## src/rtl/pci_cmd_pkg.sv

```systemverilog
package pci_cmd_pkg;

  typedef enum logic [3:0] {
    CMD_MEM_READ      = 4'b0110,
    CMD_MEM_READ_LINE = 4'b1110,
    CMD_MEM_WRITE     = 4'b0111,
    CMD_MEM_WRITE_INV = 4'b1111
  } busCmdT;

  localparam logic [1:0] KIND_READ  = 2'b00;
  localparam logic [1:0] KIND_FETCH = 2'b01;

  localparam logic [1:0] END_DONE  = 2'b00;
  localparam logic [1:0] END_RETRY = 2'b01;
  localparam logic [1:0] END_DISC  = 2'b10;

  // Qualifiers computed by the datapath for the control.
  typedef struct packed {
    logic lineLegal;
    logic fitsBurst;
    logic aligned;
    logic fullLine;
  } qualT;

  // Strobes from control to datapath.
  typedef struct packed {
    logic   load;
    busCmdT sel;
  } strobeT;

endpackage

```

## src/rtl/pciCmdDatapath.sv

```systemverilog
module pciCmdDatapath
  import pci_cmd_pkg::*;
#(
  parameter int ADDR_W        = 32,
  parameter int CNT_W         = 24,
  parameter int LSZ_W         = 8,
  parameter int BURST_W       = 3,
  parameter int MAX_LINE_LOG2 = 7
) (
  input  logic               clk,
  input  logic               rstN,
  input  logic [LSZ_W-1:0]   lineSizeDw,
  input  logic [BURST_W-1:0] burstLog2,
  input  logic [ADDR_W-1:0]  addr,
  input  logic [CNT_W-1:0]   bytesLeft,
  input  strobeT             strobe,
  output qualT               qual,
  output logic               cmdValid,
  output logic [3:0]         cmd,
  output logic               lineCmd
);

  localparam int LOG_W = $clog2(MAX_LINE_LOG2 + 1);

  logic [MAX_LINE_LOG2:0] sizeHit;
  logic [LOG_W-1:0]       lineLog2;
  logic [ADDR_W-1:0]      lineMask;
  logic [CNT_W-1:0]       lineBytes;

  // One comparator per legal power of two (2 .. 2^MAX_LINE_LOG2 dwords).
  assign sizeHit[0] = 1'b0;
  for (genvar i = 1; i <= MAX_LINE_LOG2; i++) begin : g_size
    assign sizeHit[i] = (lineSizeDw == LSZ_W'(1 << i));
  end

  always_comb begin
    lineLog2 = '0;
    for (int i = 1; i <= MAX_LINE_LOG2; i++) begin
      if (sizeHit[i]) lineLog2 = lineLog2 | LOG_W'(i);
    end
  end

  assign lineMask  = (ADDR_W'(lineSizeDw) << 2) - ADDR_W'(1);
  assign lineBytes = CNT_W'(lineSizeDw) << 2;

  assign qual.lineLegal = |sizeHit;
  assign qual.fitsBurst = qual.lineLegal && (int'(lineLog2) <= int'(burstLog2));
  assign qual.aligned   = ((addr & lineMask) == '0);
  assign qual.fullLine  = (bytesLeft >= lineBytes);

  // Output register: one cycle after the load strobe.
  always_ff @(posedge clk) begin
    if (!rstN) begin
      cmdValid <= 1'b0;
      cmd      <= CMD_MEM_READ;
      lineCmd  <= 1'b0;
    end else begin
      cmdValid <= strobe.load;
      if (strobe.load) begin
        cmd     <= strobe.sel;
        lineCmd <= (strobe.sel == CMD_MEM_READ_LINE) || (strobe.sel == CMD_MEM_WRITE_INV);
      end
    end
  end

  a_r2_valid_after_load: assert property (@(posedge clk) disable iff (!rstN)
    cmdValid |-> $past(strobe.load));

  a_r6_legal_size_set: assert property (@(posedge clk) disable iff (!rstN)
    qual.lineLegal |-> ($onehot(lineSizeDw) && !lineSizeDw[0] && (int'(lineSizeDw) <= 128)));

  a_r11_line_flag: assert property (@(posedge clk) disable iff (!rstN)
    cmdValid |-> (lineCmd == (cmd == 4'b1110 || cmd == 4'b1111)));

endmodule

```

## src/rtl/pciCmdControl.sv

```systemverilog
module pciCmdControl
  import pci_cmd_pkg::*;
(
  input  logic       clk,
  input  logic       rstN,
  input  logic       start,
  input  logic       newXfer,
  input  logic [1:0] xferKind,
  input  logic       cacheEn,
  input  logic       readLineEn,
  input  logic       wrInvEn,
  input  qualT       qual,
  input  logic       endValid,
  input  logic [1:0] endKind,
  output strobeT     strobe
);

  logic   retryPend;
  logic   lastInv;
  logic   isWrite;
  logic   isFetch;
  logic   readLineOk;
  logic   invOk;
  busCmdT selCmd;

  assign isWrite = xferKind[1];
  assign isFetch = (xferKind == KIND_FETCH);

  // Without cache mode the enable alone decides; with it, size rules apply.
  assign readLineOk = readLineEn && (!cacheEn || (qual.lineLegal && qual.fitsBurst));
  assign invOk      = cacheEn && wrInvEn && qual.lineLegal && qual.aligned && qual.fullLine;

  always_comb begin
    if (isWrite)      selCmd = (retryPend || invOk) ? CMD_MEM_WRITE_INV : CMD_MEM_WRITE;
    else if (isFetch) selCmd = CMD_MEM_READ;
    else              selCmd = readLineOk ? CMD_MEM_READ_LINE : CMD_MEM_READ;
  end

  assign strobe.load = start;
  assign strobe.sel  = selCmd;

  always_ff @(posedge clk) begin
    if (!rstN) begin
      retryPend <= 1'b0;
      lastInv   <= 1'b0;
    end else begin
      if (start) lastInv <= (selCmd == CMD_MEM_WRITE_INV);
      if (newXfer)       retryPend <= 1'b0;
      else if (endValid) retryPend <= (endKind == END_RETRY) && lastInv;
    end
  end

  a_r8_retry_arms: assert property (@(posedge clk) disable iff (!rstN)
    (endValid && endKind == END_RETRY && lastInv && !newXfer) |=> retryPend);

  a_r10_newxfer_clears: assert property (@(posedge clk) disable iff (!rstN)
    newXfer |=> !retryPend);

  a_r10_done_clears: assert property (@(posedge clk) disable iff (!rstN)
    (endValid && endKind == END_DONE) |=> !retryPend);

  a_r9_disc_no_force: assert property (@(posedge clk) disable iff (!rstN)
    (endValid && endKind == END_DISC) |=> !retryPend);

endmodule

```

## src/rtl/pciCmdSelect.sv

```systemverilog
module pciCmdSelect
  import pci_cmd_pkg::*;
#(
  parameter int ADDR_W        = 32,
  parameter int CNT_W         = 24,
  parameter int LSZ_W         = 8,
  parameter int BURST_W       = 3,
  parameter int MAX_LINE_LOG2 = 7
) (
  input  logic               clk,
  input  logic               rstN,
  input  logic               start,
  input  logic               newXfer,
  input  logic [1:0]         xferKind,
  input  logic               cacheEn,
  input  logic               readLineEn,
  input  logic               wrInvEn,
  input  logic [LSZ_W-1:0]   lineSizeDw,
  input  logic [BURST_W-1:0] burstLog2,
  input  logic [ADDR_W-1:0]  addr,
  input  logic [CNT_W-1:0]   bytesLeft,
  input  logic               endValid,
  input  logic [1:0]         endKind,
  output logic               cmdValid,
  output logic [3:0]         cmd,
  output logic               lineCmd
);

  qualT   qual;
  strobeT strobe;

  pciCmdControl u_ctrl (
    .clk        (clk),
    .rstN       (rstN),
    .start      (start),
    .newXfer    (newXfer),
    .xferKind   (xferKind),
    .cacheEn    (cacheEn),
    .readLineEn (readLineEn),
    .wrInvEn    (wrInvEn),
    .qual       (qual),
    .endValid   (endValid),
    .endKind    (endKind),
    .strobe     (strobe)
  );

  pciCmdDatapath #(
    .ADDR_W        (ADDR_W),
    .CNT_W         (CNT_W),
    .LSZ_W         (LSZ_W),
    .BURST_W       (BURST_W),
    .MAX_LINE_LOG2 (MAX_LINE_LOG2)
  ) u_dp (
    .clk        (clk),
    .rstN       (rstN),
    .lineSizeDw (lineSizeDw),
    .burstLog2  (burstLog2),
    .addr       (addr),
    .bytesLeft  (bytesLeft),
    .strobe     (strobe),
    .qual       (qual),
    .cmdValid   (cmdValid),
    .cmd        (cmd),
    .lineCmd    (lineCmd)
  );

  a_r3_fetch_plain: assert property (@(posedge clk) disable iff (!rstN)
    (start && xferKind == 2'b01) |=> (cmdValid && cmd == 4'b0110));

  a_r4_no_enable_plain: assert property (@(posedge clk) disable iff (!rstN)
    (start && xferKind == 2'b00 && !readLineEn) |=> (cmd == 4'b0110));

  a_r7_write_family: assert property (@(posedge clk) disable iff (!rstN)
    (start && xferKind[1]) |=> (cmd[2:0] == 3'b111));

endmodule

```

## config.mk

```make
export PLATFORM = sky130hd
export DESIGN_NAME = pciCmdSelect
export DESIGN_NICKNAME = d
export VERILOG_FILES = /design/src/rtl/pci_cmd_pkg.sv /design/src/rtl/pciCmdDatapath.sv /design/src/rtl/pciCmdControl.sv /design/src/rtl/pciCmdSelect.sv
export SDC_FILE = /design/constraint.sdc
export NUM_CORES = 1
export LEC_CHECK = 0
export ABC_AREA = 1
export BUFFER_PORTS_ARGS = -buffer_cell sky130_fd_sc_hd__clkbuf_2
export CAP_MARGIN = 25
export CORE_MARGIN = 3
export CORE_UTILIZATION = 35
export CTS_CLUSTER_DIAMETER = 120
export DETAILED_ROUTE_END_ITERATION = 10
export PLACE_DENSITY = 0.73
export SYNTH_ARGS = -nofsm -noshare
export SYNTH_HDL_FRONTEND = slang
export SYNTH_SLANG_ARGS = --single-unit
```

## constraint.sdc

```tcl
create_clock -name clk -period 5.1 [get_ports clk]
set_input_delay 0.51 -clock clk [delete_from_list [all_inputs] [get_ports clk]]
set_output_delay 0.51 -clock clk [all_outputs]
set_load 0.01 [all_outputs]
```

Yosys cells after proc, flatten, opt, wreduce, memory -nomap -nowiden. Index checks and enable logic that the tools add are counted. W data, S select, Z words.

Register bits: 8. Input port bits: 79. Output and inout bits: 6.

Add/subtract/negate cells: 1. Magnitude comparators: 2. Reductions and logical operators: 15. Bitwise logic cells: 2. Muxes and demuxes: 11. Equality and inequality tests: 11.

Operators by type and width (number): $and A32 B32 Y32 (1); $logic_not A32 Y1 (1); $ge A24 B10 Y1 (1); $mux W4 (4); $mux W3 (4); $sub A10 B1 Y11 const B (1); $eq A4 B4 Y1 const B (2); $eq A8 B2 Y1 const B (1); $eq A8 B3 Y1 const B (1); $eq A8 B4 Y1 const B (1); $eq A8 B5 Y1 const B (1); $eq A8 B6 Y1 const B (1); $eq A8 B7 Y1 const B (1); $eq A8 B8 Y1 const B (1); $logic_and A1 B1 Y1 (8); $reduce_or A7 Y1 (1); $eq A2 B1 Y1 const B (2); $mux W2 (2); $le A3 B3 Y1 (1); $logic_or A1 B1 Y1 (3); $reduce_or A2 Y1 (1); $logic_not A1 Y1 (1); $mux W1 (1); $not A1 Y1 (1).

Depth between registers and ports, before layout. Gate-level depths: netlist (run 1).

Depth in word-level cells: 18. Depth in mapped cells: 18.

Modules after synthesis. Synthesis (run 1) repeated with hierarchy kept, for this count alone.

Cell total of the unflattened synthesis: 197. Area, all modules: 1147.4 um2.

By module, submodules not included: pciCmdDatapath (area an instance 994.7 um2, instances 1, cells an instance 175, seq. area each 120.1 um2); pciCmdControl (area an instance 152.6 um2, instances 1, cells an instance 22, seq. area each 40.0 um2).

Least setup slack after synthesis (run 1). No wires, ideal clock.

Path type: input port to flip-flop. Start point: input lineSizeDw[0]. End point: register u_dp.lineCmd. Stages: 18. Path buffers: 0. Data arrival time: 2.113 ns. Library setup time: 0.109 ns. Path slack: 2.878 ns. Cell sequence: inv_1 -> ha_1 -> nand2_1 -> nor2_2 -> nand2_1 -> inv_1 -> nor2_1 -> nand3_1 -> ha_1 -> nand2_1 -> o21ai_0 -> nand2_1 -> o21ai_0 -> nand2_1 -> nand3_1 -> nand3_1 -> nand2_1 -> inv_1.

Longest elaborated chain between the ends: 18. Elaborated cells on any way between the ends: 35. Those cells by class: add/sub: 1; order compare: 2; eq/ne: 9; mux: 11; bitwise: 1; reduce/logical: 11.

Ends and longest elaborated chain: from (decl) (line pciCmdSelect.sv:18) `input logic [LSZ_W-1:0] lineSizeDw,`; $eq A8 B2 Y1 (line pciCmdDatapath.sv:33) `assign sizeHit[i] = (lineSizeDw == LSZ_W'(1 << i));`; $mux W1 (line pciCmdDatapath.sv:39) `if (sizeHit[i]) lineLog2 = lineLog2 | LOG_W'(i);`; $mux W2 (2 in a row) (line pciCmdDatapath.sv:39); $mux W3 (4 in a row) (line pciCmdDatapath.sv:39); $le A3 B3 Y1 (line pciCmdDatapath.sv:47) `assign qual.fitsBurst = qual.lineLegal && (int'(lineLog2) <= int'(burstLog2));`; $logic_and A1 B1 Y1 (line pciCmdDatapath.sv:47); $logic_and A1 B1 Y1 (line pciCmdControl.sv:30) `assign readLineOk = readLineEn && (!cacheEn || (qual.lineLegal && qual.fitsBurst));`; $logic_or A1 B1 Y1 (line pciCmdControl.sv:30); $logic_and A1 B1 Y1 (line pciCmdControl.sv:30); $mux W4 (line pciCmdControl.sv:36) `else selCmd = readLineOk ? CMD_MEM_READ_LINE : CMD_MEM_READ;`; $mux W4 (line pciCmdControl.sv:35) `else if (isFetch) selCmd = CMD_MEM_READ;`; $mux W4 (*) (line pciCmdControl.sv:34) `if (isWrite) selCmd = (retryPend || invOk) ? CMD_MEM_WRITE_INV : CMD_MEM_WRITE;`; $eq A4 B4 Y1 (line pciCmdDatapath.sv:61) `lineCmd <= (strobe.sel == CMD_MEM_READ_LINE) || (strobe.sel == CMD_MEM_WRITE_INV);`; $logic_or A1 B1 Y1 (*) (line pciCmdDatapath.sv:61); to (signal assigned) (line pciCmdDatapath.sv:61); to (decl) (line pciCmdDatapath.sv:20) `output logic lineCmd`.

Mark *: on every way between the ends. The rest lies on a longest branch, timed or not. A chain may end at the register's enable or synchronous reset.

Worst setup path in the final report (run 1). Ends and elaborated chain as after synthesis.

==> results.json, run 1 <==
{
  "grt_pass1_wl_um": 4310,
  "synthMuxAreaShare": 0,
  "synth_adder_area_share": 0.151,
  "cp_num_buf_inv": 4,
  "final.setup.tns_ps": 0,
  "synthToLayoutAreaGrowth_pct": 42.4,
  "cp.arrival_ps": 2500,
  "synth_xor_xnor_area_share": 0,
  "layout_common_cells": "clkbuf_2 (82), nor2_1 (57), nand2_1 (51), inv_1 (28), nand3_1 (26)",
  "finClkSkew_ps": 0.545,
  "crit_top_cell": "nand2_1",
  "hold_class": "flop to flop",
  "synth_cell_types": 19,
  "synth-seq-cells": 5,
  "vdd_drop_max_mv": 0.127,
  "gp_congestion": 0.790,
  "start_util": 0.377,
  "synth.avg_cell_area_um2": 5.15,
  "cp.required_ps": 5290,
  "synth_area_leaders": "nor2_1 (20%), nand2_1 (18%), ha_1 (15%)",
  "critical_path_class": "primary input to flop",
  "r2r-end": "u_dp.lineCmd",
  "synth_top_family_by_area": "simple AND/OR/NAND/NOR gates",
  "fin_crit_ps": 2310,
  "dieArea_um2": 3780,
  "outcome": "completed",
  "synth_seq_area_share": 0.0930,
  "drv_slew": 0,
  "synth_compound_area_frac": 0.0605,
  "drt-vias-per-instance": 4.46,
  "r2r-start": "u_ctrl.retryPend",
  "p_leak_uw": 0.000930,
  "chipWidth_um": 61.4,
  "initialDrtViolationCount": 26,
  "drc": 0,
  "crit_fanout": 7,
  "wl_per_cell_um": 9.00,
  "yosys.area_share.simple": 0.570,
  "finalCritPeriodShare": 0.454,
  "grt_max_degree": 8,
  "die_h_um": 61.4,
  "stdcell_area_um2": 1530,
  "postCtsHoldBufs": 0,
  "yosysTopAreaCellShare": 0.199,
  "n_fill_cell": 326,
  "path_clk_slew_ps": 40,
  "cts_tree": "yes",
  "worst_setup_path_end_kind": "flop",
  "seq_area_um2": 100,
  "ctsLongestPathBuffers": 2,
  "postRouteAntennaNets": 0,
  "final_nets": 386,
  "rows": 19,
  "first_global_vias": 1138,
  "fmax_mhz": 432,
  "slowest_stage": "ha_1",
  "min_to": "u_dp.cmd[0]",
  "hold_viol": 0,
  "diodes": 0,
  "setup_viol": 0,
  "hold_depth": 2,
  "multiInputGateArea_um2": 848,
  "crit_chain": "clkbuf_2, inv_1, ha_1, nand2_1, nor2_2, nand2_1, inv_1, nor2_1, nand3_1, ha_1, a21oi_1, o21ai_0, nand2_1, o21ai_0, nand2_1, nand3_1, nand3_1, nand2_1, inv_1",
  "netlist_area_um2": 1080,
  "cts_sinks": 5,
  "startpoint_type": "primary input",
  "layout-drive-gt1-share": 0.328,
  "io_buffers": 82,
  "clk_latency_ps": 240,
  "cpLargestDelayFamily": "simple AND/OR/NAND/NOR gates",
  "p_total_uw": 165,
  "layout_commonest_cell": "clkbuf_2",
  "critical-path-max-stage-delay_ps": 310,
  "hpwl_um": 2650,
  "cts.htree.levels": 1,
  "rsz0062_at_grt": "false",
  "cts_resized": 0,
  "r2r_cells": 6,
  "yosysTopAreaCell": "nor2_1",
  "dr_total_vias": 1444,
  "cap_violations": 0,
  "wl_um": 2920,
  "placed_area_um2": 1510,
  "grt_use_total": 0.147,
  "cts_root_buffer": "clkbuf_4",
  "cellPowerDensity_nw_per_um2": 108,
  "r2r_setup_slack_ps": 4350,
  "synth_warnings": 0,
  "coreArea_um2": 2850,
  "dr.pass1.iters": 4,
  "grt_overflow": 0,
  "syn_inst": 209,
  "antenna_found_initial": 0,
  "post_cts_buffers": 0,
  "worstHoldStart": "u_dp.cmd[0]",
  "pin_count": 85,
  "cts_buffers": 3
}
worst max path at each step:
stage	from	end	slack (ps)	depth (start not counted)
floorplan	lineSizeDw[0]	u_dp.lineCmd	2880	18
global placement	lineSizeDw[0]	u_dp.lineCmd	2650	19
detailed placement	lineSizeDw[0]	u_dp.lineCmd	2530	19
CTS	lineSizeDw[0]	u_dp.lineCmd	2770	19
global route	lineSizeDw[0]	u_dp.lineCmd	2550	19
finish	lineSizeDw[0]	u_dp.lineCmd	2790	19
through the flow:
stage / util / worst slack [ps] / cells / hold slack, ps
2_1_floorplan: - / 2880 / 210 / 456
3_3_place_gp: 0.528 / 2650 / 320 / 457
3_5_place_dp: 0.528 / 2530 / 320 / 465
4_1_cts: 0.537 / 2770 / 324 / 471
5_1_grt: 0.537 / 2550 / 324 / 493
6_report: 0.537 / 2790 / 324 / 464
worst reg2reg max path, cell delays in order (launching register included):
cell and delay [ps]:
dfxtp_1 290, inv_1 60, nand2_1 70, nand2_1 60
nand3_1 60, nand2_1 70, inv_1 30
power by group:
group	switching [µW]	internal [µW]	leakage, µW
Clock	16.3	29.6	0.0000150
Sequential	0.664	40.5	0.0000409
Combinational	39.1	38.6	0.000874
Total	56.1	109	0.000930
cell usage after synthesis:
| library cell | instances |
|---|---|
| ha_1 | 13 |
| o22ai_1 | 1 |
| nand2_1 | 51 |
| nand3_1 | 26 |
| nand3_2 | 1 |
| nor3_1 | 1 |
| buf_4 | 3 |
| nand4_1 | 2 |
| inv_2 | 1 |
| a21oi_1 | 4 |
| inv_1 | 28 |
| o21ai_0 | 6 |
| a21oi_2 | 1 |
| dfxtp_1 | 5 |
| nand2_2 | 1 |
| nor2_2 | 6 |
| nor2_1 | 57 |
| conb_1 | 1 |
| or2_2 | 1 |
layer usage:
layer  global-route usage  share of wire  up-vias
li1                     -              -      822
met1                0.199           0.46      563
met2                0.246           0.44       57
met3               0.0335           0.10        2
met4               0.0182         0.0031        0
met5                    0              0        -
sequential cells by signal (all words and copies together) (netlist names):
signal and flops:
u_ctrl.lastInv 1, u_dp.cmd 1, u_dp.lineCmd 1, u_ctrl.retryPend 1
u_dp.cmdValid 1
layout make-up:
cell class,count,share of cell area
multi-input combinational,173,0.553
timing repair buffer,82,0.268
inverter,29,0.0710
sequential,5,0.0653
tap,31,0.0253
clock buffer,4,0.0171
logic make-up (layout without fill, tap and decap cells):
group / Yosys count / after routing
AO/OA/AOI/OAI: 12 / 12
adder cells (fa/ha/maj): 13 / 13
buffers and inverters: 32 / 115
flip-flops: 5 / 5
other: 1 / 2
AND/OR/NAND/NOR: 146 / 146
Note: power is estimated with default switching activity, not from simulation.
==> run 2, diff against run 1 <==
--- a/config.mk
+++ b/config.mk
@@ -5,14 +5,14 @@
 export SDC_FILE = /design/constraint.sdc
 export NUM_CORES = 1
 export LEC_CHECK = 0
-export ABC_AREA = 1
+export ABC_AREA = 0
 export BUFFER_PORTS_ARGS = -buffer_cell sky130_fd_sc_hd__clkbuf_2
 export CAP_MARGIN = 25
 export CORE_MARGIN = 3
 export CORE_UTILIZATION = 35
 export CTS_CLUSTER_DIAMETER = 120
 export DETAILED_ROUTE_END_ITERATION = 10
-export PLACE_DENSITY = 0.73
+export PLACE_DENSITY = 0.75
 export SYNTH_ARGS = -nofsm -noshare
 export SYNTH_HDL_FRONTEND = slang
 export SYNTH_SLANG_ARGS = --single-unit
==> constraint.sdc (replaced) <==
create_clock -name clk -period 2.2 [get_ports clk]
set_input_delay 0.22 -clock clk [delete_from_list [all_inputs] [get_ports clk]]
set_output_delay 0.22 -clock clk [all_outputs]
set_load 0.01 [all_outputs]
==> results.json, run 2 <==
{
  "hpwl_um": 2800,
  "io_buffers": 82,
  "cellPowerDensity_nw_per_um2": 275,
  "cts_root_buffer": "clkbuf_4",
  "first_global_vias": 1224,
  "cts_sinks": 5,
  "critical_path_class": "primary input to flop",
  "drc": 0,
  "path_clk_slew_ps": 50,
  "ys_top_cells_by_count": "inv_1 (14), ha_1 (13), nor4_1 (10)",
  "grt_max_degree": 10,
  "cts_buffers": 3,
  "initialDrtViolationCount": 32,
  "synth.avg_cell_area_um2": 7.65,
  "grt_util_met3": 0.0523,
  "p_leak_uw": 0.000805,
  "finClkSkew_ps": 0.653,
  "hold_viol": 0,
  "p_int_uw": 275,
  "dr_total_vias": 1301,
  "rows": 18,
  "cap_violations": 0,
  "chipWidth_um": 59.1,
  "vdd_drop_max_mv": 0.441,
  "hold_class": "primary input to flop",
  "synth_edf_count": 0,
  "synthToLayoutAreaGrowth_pct": 53.0,
  "synth_seq_area_share": 0.101,
  "startpoint_type": "primary input",
  "n_fill_cell": 262,
  "postRouteAntennaNets": 0,
  "postCtsHoldBufs": 0,
  "synth-seq-cells": 5,
  "cts_tree": "yes",
  "synth_warnings": 0,
  "yosysMostFrequentCell": "inv_1",
  "stdcell_area_um2": 1510,
  "synthFlopType": "dfxtp_1",
  "r2r-start": "u_ctrl.retryPend",
  "dr.pass1.iters": 4,
  "final.setup.tns_ps": 0,
  "grtUsageMet1": 0.221,
  "met2_usage": 0.301,
  "cp-startpoint": "lineSizeDw[1]",
  "postLayoutSetupSlackWorst_ps": 279,
  "grt_use_total": 0.177,
  "wl_um": 3090,
  "netlist_area_um2": 987,
  "post_cts_buffers": 0,
  "cts.htree.levels": 1,
  "ys_async_sr_fraction": 0,
  "ctsLongestPathBuffers": 2,
  "drt-vias-per-instance": 5.14,
  "wl_per_cell_um": 12.2,
  "dieArea_um2": 3490,
  "fin_crit_ps": 1920,
  "layout_commonest_cell": "clkbuf_2",
  "syn_inst": 129,
  "cp.arrival_ps": 2110,
  "synth_area_leaders": "ha_1 (16%), dfxtp_1 (10%), nor4_1 (6.3%)",
  "layout-drive-gt1-share": 0.466,
  "coreArea_um2": 2570,
  "outcome": "completed",
  "crit_end": "u_dp.lineCmd",
  "placed_area_um2": 1480,
  "switching_share": 0.338,
  "pwr-share-seq": 0.234,
  "clockPowerShare": 0.280,
  "place_ws_ps": 1.22,
  "diodes": 0,
  "antenna_found_initial": 0,
  "setup_viol": 0,
  "cts_resized": 0,
  "busiest_layer": "met2",
  "die_h_um": 59.1,
  "synth_cell_types": 45,
  "yosysTopAreaCell": "ha_1",
  "r2r_cells": 3,
  "grt_pass1_wl_um": 4880,
  "worst_setup_path_end_kind": "flop",
  "pin_count": 85,
  "rsz0062_at_grt": "false",
  "r2r_setup_slack_ps": 1340,
  "finalCritPeriodShare": 0.873,
  "pwr-share-comb": 0.487,
  "cp.required_ps": 2380,
  "yosysTopAreaCellShare": 0.165,
  "holdWs_ps": 228,
  "crit_fanout": 5,
  "postLayoutCoreUtil": 0.588,
  "clk_latency_ps": 250,
  "final_nets": 316,
  "drv_slew": 0,
  "gp_congestion": 1.02,
  "grt_overflow": 0,
  "fmax_mhz": 521,
  "start_util": 0.385,
  "layout_common_cells": "clkbuf_2 (82), buf_4 (15), inv_1 (14), ha_1 (13), nor4_1 (10)",
  "power.switching_uw": 141,
  "r2r-end": "u_dp.lineCmd"
}
-- run 2: cell types whose count changed after synthesis, sizes merged, moves of 3 or more --
| cell | change |
|---|---|
| a31oi | +4 |
| buf | +4 |
| inv | -15 |
| nand2 | -44 |
| nand3 | -23 |
| nor2 | -57 |
| nor2b | +3 |
| nor4 | +10 |
| xnor2 | +4 |
-- run 2: area by class of cell --
type / instances / area, µm² / area share
clock buffers: 4 / 26.3 / 0.0174
inverters: 14 / 52.6 / 0.0348
multi-input cells: 103 / 771 / 0.510
flip-flops and latches: 5 / 100 / 0.0663
well taps: 30 / 37.5 / 0.0249
repair buffers: 97 / 523 / 0.346
-- run 2: critical path: stages --
cell and delay (ps):
clkbuf_2 90, inv_1 70, ha_1 210, or4b_1 450
a32oi_1 220, o311ai_1 120, a2111oi_1 350, a41oi_1 190
a31oi_1 180
-- run 2: worst min-delay path by stage --
stage	from	to	slack, ps	cells past startpoint
final	rstN	u_dp.cmdValid	230	2
after global routing	newXfer	u_ctrl.retryPend	240	2
after CTS	rstN	u_dp.cmdValid	220	2
after detailed placement	rstN	u_dp.cmdValid	490	2
after global placement	rstN	u_dp.cmdValid	490	2
after floorplan	start	u_ctrl.lastInv	310	1
-- run 2: kinds of logic after synthesis --
logic type	share of synthesized area
simple gates	0.313
xor+xnor	0.0532
mux	0.0101
flops	0.101
fa+ha+maj	0.165
other cells	0.00380
compound gates	0.232
buf+inv	0.122
-- run 2: per-layer routing --
metal	wire length, µm	vias up
met4	31	0
li1	-	677
met3	324	4
met5	0	-
met2	1430	60
met1	1300	560
-- run 2: metrics by stage --
stage,cells,total power [µW]
after floorplan,130,198
after global routing,253,451
final,253,415
after CTS,253,422
after detailed placement,249,301
after global placement,249,300
-- run 2: power groups by stage --
stage / registers (µW) / clock network (µW) / logic, µW
2_1_floorplan: 99.8 / 0 / 97.7
3_3_place_gp: 98.8 / 0 / 201
3_5_place_dp: 98.6 / 0 / 203
4_1_cts: 97.0 / 122 / 203
5_1_grt: 97.5 / 126 / 228
6_report: 97.1 / 116 / 202
